### config.mk
export PLATFORM = sky130hd
export DESIGN_NAME = txn_conflict_arbiter
export DESIGN_NICKNAME = d
export VERILOG_FILES = /design/src/rtl/txn_arb_pkg.sv /design/src/rtl/txn_conflict_detect.sv /design/src/rtl/txn_age_compare.sv /design/src/rtl/txn_policy_decide.sv /design/src/rtl/txn_conflict_arbiter.sv
export SDC_FILE = /design/constraint.sdc
export NUM_CORES = 1
export LEC_CHECK = 0
export BUFFER_PORTS_ARGS = -buffer_cell sky130_fd_sc_hd__clkbuf_2
export CAP_MARGIN = 5
export CORE_MARGIN = 2
export CORE_UTILIZATION = 30
export DETAILED_ROUTE_END_ITERATION = 8
export SLEW_MARGIN = 30
export SYNTH_ARGS = -nofsm -noshare
export SYNTH_HDL_FRONTEND = slang
export SYNTH_SLANG_ARGS = --single-unit
### constraint.sdc
create_clock -name clk -period 3.75 [get_ports clk]
set_input_delay 0.9375 -clock clk [delete_from_list [all_inputs] [get_ports clk]]
set_output_delay 0.9375 -clock clk [all_outputs]
set_load 0.005 [all_outputs]
### src/rtl/txn_arb_pkg.sv
package txn_arb_pkg;

  typedef enum logic [1:0] {
    POL_BASE   = 2'd0,
    POL_STAMP  = 2'd1,
    POL_HYBRID = 2'd2,
    POL_CYCLE  = 2'd3
  } policy_e;

  typedef struct packed {
    logic nack;
    logic abort_req;
    logic abort_hold;
    logic trap;
  } verdict_t;

  localparam verdict_t VERDICT_NONE = '{nack: 1'b0, abort_req: 1'b0, abort_hold: 1'b0, trap: 1'b0};

  // Store collides with any set membership; load only with the write set.
  function automatic logic access_collides(input logic is_wr, input logic in_rd, input logic in_wr);
    return in_wr | (is_wr & in_rd);
  endfunction

  // Wrap-safe age test: the requester started earlier when holder - requester
  // is a small positive distance, that is nonzero with a clear top bit.
  function automatic logic stamp_earlier(input logic [63:0] distance, input int unsigned width);
    logic top;
    logic nonzero;
    top     = distance[width-1];
    nonzero = (distance != 64'd0);
    return nonzero & ~top;
  endfunction

endpackage

### src/rtl/txn_conflict_detect.sv
module txn_conflict_detect
  import txn_arb_pkg::*;
(
  input  logic is_wr,
  input  logic in_rd,
  input  logic in_wr,
  output logic collide,
  output logic holder_rd_only
);
  always_comb begin
    collide        = access_collides(is_wr, in_rd, in_wr);
    holder_rd_only = in_rd & ~in_wr;
  end
endmodule

### src/rtl/txn_age_compare.sv
module txn_age_compare
  import txn_arb_pkg::*;
#(
  parameter int TS_W   = 16,
  parameter int CORE_W = 4
) (
  input  logic [TS_W-1:0]   req_ts,
  input  logic [TS_W-1:0]   hold_ts,
  input  logic [CORE_W-1:0] req_core,
  input  logic [CORE_W-1:0] hold_core,
  output logic              ts_tie,
  output logic              req_older
);
  localparam int PAD_W = 64 - TS_W;

  logic [TS_W-1:0] distance;
  logic            stamp_win;
  logic            core_win;

  always_comb begin
    distance  = hold_ts - req_ts;
    ts_tie    = (distance == '0);
    stamp_win = stamp_earlier({{PAD_W{1'b0}}, distance}, TS_W);
    core_win  = (req_core < hold_core);
    req_older = ts_tie ? core_win : stamp_win;
  end
endmodule

### src/rtl/txn_policy_decide.sv
module txn_policy_decide
  import txn_arb_pkg::*;
(
  input  policy_e  policy,
  input  logic     collide,
  input  logic     req_is_txn,
  input  logic     req_older,
  input  logic     holder_rd_only,
  output verdict_t verdict
);
  // A non-transactional requester has no timestamp; it is treated as older.
  logic eff_older;
  logic evict_holder;

  always_comb begin
    eff_older    = ~req_is_txn | req_older;
    evict_holder = eff_older & holder_rd_only;
    verdict      = VERDICT_NONE;
    if (collide) begin
      unique case (policy)
        POL_BASE: begin
          if (req_is_txn) verdict.abort_req = 1'b1;
          else            verdict.nack      = 1'b1;
        end
        POL_STAMP: begin
          if (eff_older)  verdict.nack      = 1'b1;
          else            verdict.abort_req = 1'b1;
        end
        POL_HYBRID: begin
          if (evict_holder)   verdict.abort_hold = 1'b1;
          else if (eff_older) verdict.nack       = 1'b1;
          else                verdict.abort_req  = 1'b1;
        end
        default: verdict.trap = 1'b1;
      endcase
    end
  end
endmodule

### src/rtl/txn_conflict_arbiter.sv
module txn_conflict_arbiter
  import txn_arb_pkg::*;
#(
  parameter int TS_W   = 16,
  parameter int CORE_W = 4
) (
  input  logic              clk,
  input  logic              rst_n,
  input  logic              query_valid,
  input  logic              req_is_write,
  input  logic              req_is_txn,
  input  logic [TS_W-1:0]   req_ts,
  input  logic [CORE_W-1:0] req_core,
  input  logic [TS_W-1:0]   hold_ts,
  input  logic [CORE_W-1:0] hold_core,
  input  logic              hold_in_rd,
  input  logic              hold_in_wr,
  input  logic [1:0]        policy,
  output logic              resp_valid,
  output logic              is_conflict,
  output logic              nack_req,
  output logic              abort_req,
  output logic              abort_hold,
  output logic              trap_sw
);
  // Named internal events
  logic     ev_collide;
  logic     ev_rd_only;
  logic     ev_tie;
  logic     ev_req_older;
  verdict_t ev_verdict;
  verdict_t verdict_q;

  txn_conflict_detect u_detect (
    .is_wr          (req_is_write),
    .in_rd          (hold_in_rd),
    .in_wr          (hold_in_wr),
    .collide        (ev_collide),
    .holder_rd_only (ev_rd_only)
  );

  txn_age_compare #(.TS_W(TS_W), .CORE_W(CORE_W)) u_age (
    .req_ts    (req_ts),
    .hold_ts   (hold_ts),
    .req_core  (req_core),
    .hold_core (hold_core),
    .ts_tie    (ev_tie),
    .req_older (ev_req_older)
  );

  txn_policy_decide u_decide (
    .policy         (policy_e'(policy)),
    .collide        (ev_collide),
    .req_is_txn     (req_is_txn),
    .req_older      (ev_req_older),
    .holder_rd_only (ev_rd_only),
    .verdict        (ev_verdict)
  );

  always_ff @(posedge clk) begin
    if (!rst_n) begin
      resp_valid  <= 1'b0;
      is_conflict <= 1'b0;
      verdict_q   <= VERDICT_NONE;
    end else begin
      resp_valid  <= query_valid;
      is_conflict <= query_valid & ev_collide;
      verdict_q   <= query_valid ? ev_verdict : VERDICT_NONE;
    end
  end

  assign nack_req   = verdict_q.nack;
  assign abort_req  = verdict_q.abort_req;
  assign abort_hold = verdict_q.abort_hold;
  assign trap_sw    = verdict_q.trap;

  // response follows each query by exactly one cycle
  a_r2_resp_latency: assert property (@(posedge clk) disable iff (!rst_n)
    query_valid |=> resp_valid);
  a_r2_no_spurious: assert property (@(posedge clk) disable iff (!rst_n)
    !query_valid |=> !resp_valid);

  // one verdict per conflict, none otherwise
  a_r3_one_verdict: assert property (@(posedge clk) disable iff (!rst_n)
    is_conflict |-> $onehot({nack_req, abort_req, abort_hold, trap_sw}));
  a_r1_quiet_no_conflict: assert property (@(posedge clk) disable iff (!rst_n)
    !is_conflict |-> ({nack_req, abort_req, abort_hold, trap_sw} == 4'b0));

  // a load hitting only the read set is not a conflict
  a_r1_read_share: assert property (@(posedge clk) disable iff (!rst_n)
    (query_valid && !req_is_write && !hold_in_wr) |=> !is_conflict);

  // a trap only comes from the trap policy
  a_r7_trap_policy: assert property (@(posedge clk) disable iff (!rst_n)
    trap_sw |-> $past(policy) == 2'd3);

  // a non-transactional requester is never aborted
  a_r9_nontxn_safe: assert property (@(posedge clk) disable iff (!rst_n)
    (query_valid && !req_is_txn) |=> !abort_req);

  // base policy never aborts or nacks in favour of a transactional requester
  a_r4_base_loses: assert property (@(posedge clk) disable iff (!rst_n)
    (query_valid && req_is_txn && policy == 2'd0 && ev_collide) |=> abort_req);
endmodule

==> results.ini <==
[run_status]
status = complete, no violations

[placed_design]
hpwl_um = 2390
place_inst = 259
placed_area_um2 = 1480
port_buffers = 54
place.gp.congestion = 0.827

[setup_path]
crit_type = in -> reg
end_kind = flop
critPathMaxFanout = 7
worstSetupStartpointType = input port
required_ps = 3910
cp.arrival_ps = 3220

[synthesis]
synth_warnings = 0
async_flop_share = 0
synth.distinct_cells = 44
syn_area_um2 = 1170
synth_top_area_frac = 0.193
synth-edff-count = 0
synthTopCellsByArea = ha_1, dfxtp_1, inv_1, a21oi_1, nor2b_1
yosysSeqAreaShare = 0.103
synth_top_area_cell = ha_1
syn_avg_cell_area_um2 = 7.26
syn_inst = 161
ys_ff_latch = 6
ys_top_cells_by_count = inv_1, ha_1, a21oi_1, nand2_1
synthFlopType = dfxtp_1
synth_most_common_cell = inv_1
synth_nets = 228

[clock_network]
holdBufCountCts = 0
cts_root_buffer = clkbuf_8
post-cts-setup-buffers = 0
clockBufferDepth = 2
numClockSinks = 6
clkTransAtPathRegs_ps = 30
cts_tree = built
ctsResizeCount = 0
numCtsBuffers = 3
htree_num_levels = 1

[sta]
setup_viol = 0
slew_headroom = 0.619
period_share = 0.816
clock.fmax_mhz = 327
slew_viol_final = 0
finalSetupTns_ps = 0
min_period_ps = 3060
hold_viol = 0
rsz0062_at_grt = no
tightest_slew_ps = 557

[global_routing]
grtUsageTotal = 0.129
grt_pass1_wl_um = 4550
antenna_found_initial = 0
grt_pass1_vias = 1139
grt_max_degree = 12
grt_overflow = 0

[routing]
drt-initial-drc-count = 48
vias = 1322
drc_errors = 0
viasPerCell = 5.05
drt-total-wl_um = 2780
postRouteAntennaNets = 0
drtPass1Iterations = 4
routedWlPerCell_um = 10.6

[layout]
n_antenna_cell = 0
nFillCells = 420
final_layout_size_suffix_gt1_frac = 0.280
layout.nets = 283
stdcell_count = 262
syn2layout_area_growth_pct = 29.9
design_area_um2 = 1520

[die]
pin_count = 55
die_h_um = 66.4
start_util = 0.314
core.rowCount = 22
core_um2 = 3720
die_area_um2 = 4410
die_x_um = 66.4

[power_and_ir_drop]
vdd_drop_max_uv = 60.2
power_density_nw_per_um2 = 226
p_leak_nw = 0.811

[worst_hold_path]
worst_hold_path_type = in -> reg

[flow_run]
cap_viol_max_count = 0

==> report_power, final <==
| group | switching, mW | internal, mW |
|---|---|---|
| Sequential | 0.000480 | 0.0665 |
| Clock | 0.0249 | 0.0687 |
| Combinational | 0.0953 | 0.0871 |
==> final cells by class <==
type	instances	area, um2	area share
Multi-Input combinational cell	131	951	0.627
Timing Repair Buffer	54	270	0.178
Sequential cell	6	120	0.0791
Inverter	20	75.1	0.0495
Tap cell	48	60.1	0.0396
Clock buffer	3	41.3	0.0272
==> worst max-delay path: stages <==
cell	delay (ps)
clkbuf_2	70
inv_1	30
ha_1	340
a21o_1	250
a211o_1	330
a221o_1	330
or3_1	340
a22oi_1	160
nand4_1	150
nand3_1	130
and3_1	150
==> cell usage in the layout (no fill, tap or decap), types with 2 or more instances in the layout <==
master / netlist / final
o21a_1: 2 / 2
xnor2_1: 4 / 4
a2111oi_0: 2 / 2
inv_1: 20 / 20
clkbuf_8: 0 / 3
nor2b_1: 8 / 8
nand3_1: 8 / 8
a21oi_1: 10 / 10
nand2_1: 9 / 9
o21bai_1: 2 / 2
ha_1: 18 / 18
dfxtp_1: 6 / 6
clkbuf_2: 0 / 54
nor3_1: 7 / 7
or3_1: 3 / 3
a211oi_2: 2 / 2
o211ai_1: 2 / 2
a31oi_1: 2 / 2
and3_1: 5 / 5
nand4b_1: 2 / 2
o21ai_0: 6 / 6
nor2_1: 6 / 6
nand4_1: 3 / 3
or4_1: 2 / 2
a21o_1: 5 / 5
a211o_1: 4 / 4
nor3b_1: 2 / 2
==> path summary, 6_finish.rpt <==
check	from	to	depth (start not counted)
max	req_ts[7]	abort_req$_SDFF_PN0_	11
min	req_is_txn	abort_hold$_SDFF_PN0_	2
==> cell families (layout without fill, tap and decap cells) <==
| logic type | count (synthesis) | after routing | share of synthesized area |
|---|---|---|---|
| compound gates | 48 | 48 | 0.298 |
| fa+ha+maj | 18 | 18 | 0.193 |
| buf+inv | 24 | 77 | 0.0835 |
| flops | 6 | 6 | 0.103 |
| simple gates | 60 | 60 | 0.286 |
| xor+xnor | 5 | 5 | 0.0375 |
==> sequential cells by signal, indices dropped and copies added, names as in the netlist <==
register	flops
nack_req	1
abort_hold	1
trap_sw	1
is_conflict	1
abort_req	1
resp_valid	1
==> per-layer routing <==
layer / part of all wire / GRT usage / vias to the layer above
met5: 0 / 0 / -
met4: 0.0029 / 0.0459 / 0
met3: 0.068 / 0.0170 / 2
met2: 0.44 / 0.213 / 44
met1: 0.49 / 0.170 / 569
li1: - / - / 707
==> through the flow <==
step | util | power, mW | hold slack [ps] | worst slack (ps)
after floorplan | - | 0.199 | 1030 | 622
after global placement | 0.397 | 0.250 | 1150 | 514
after detailed placement | 0.397 | 0.250 | 1150 | 466
after CTS | 0.408 | 0.346 | 921 | 677
after global routing | 0.408 | 0.373 | 934 | 511
final | 0.408 | 0.343 | 928 | 690
Note: power is estimated with default switching activity, not from simulation.
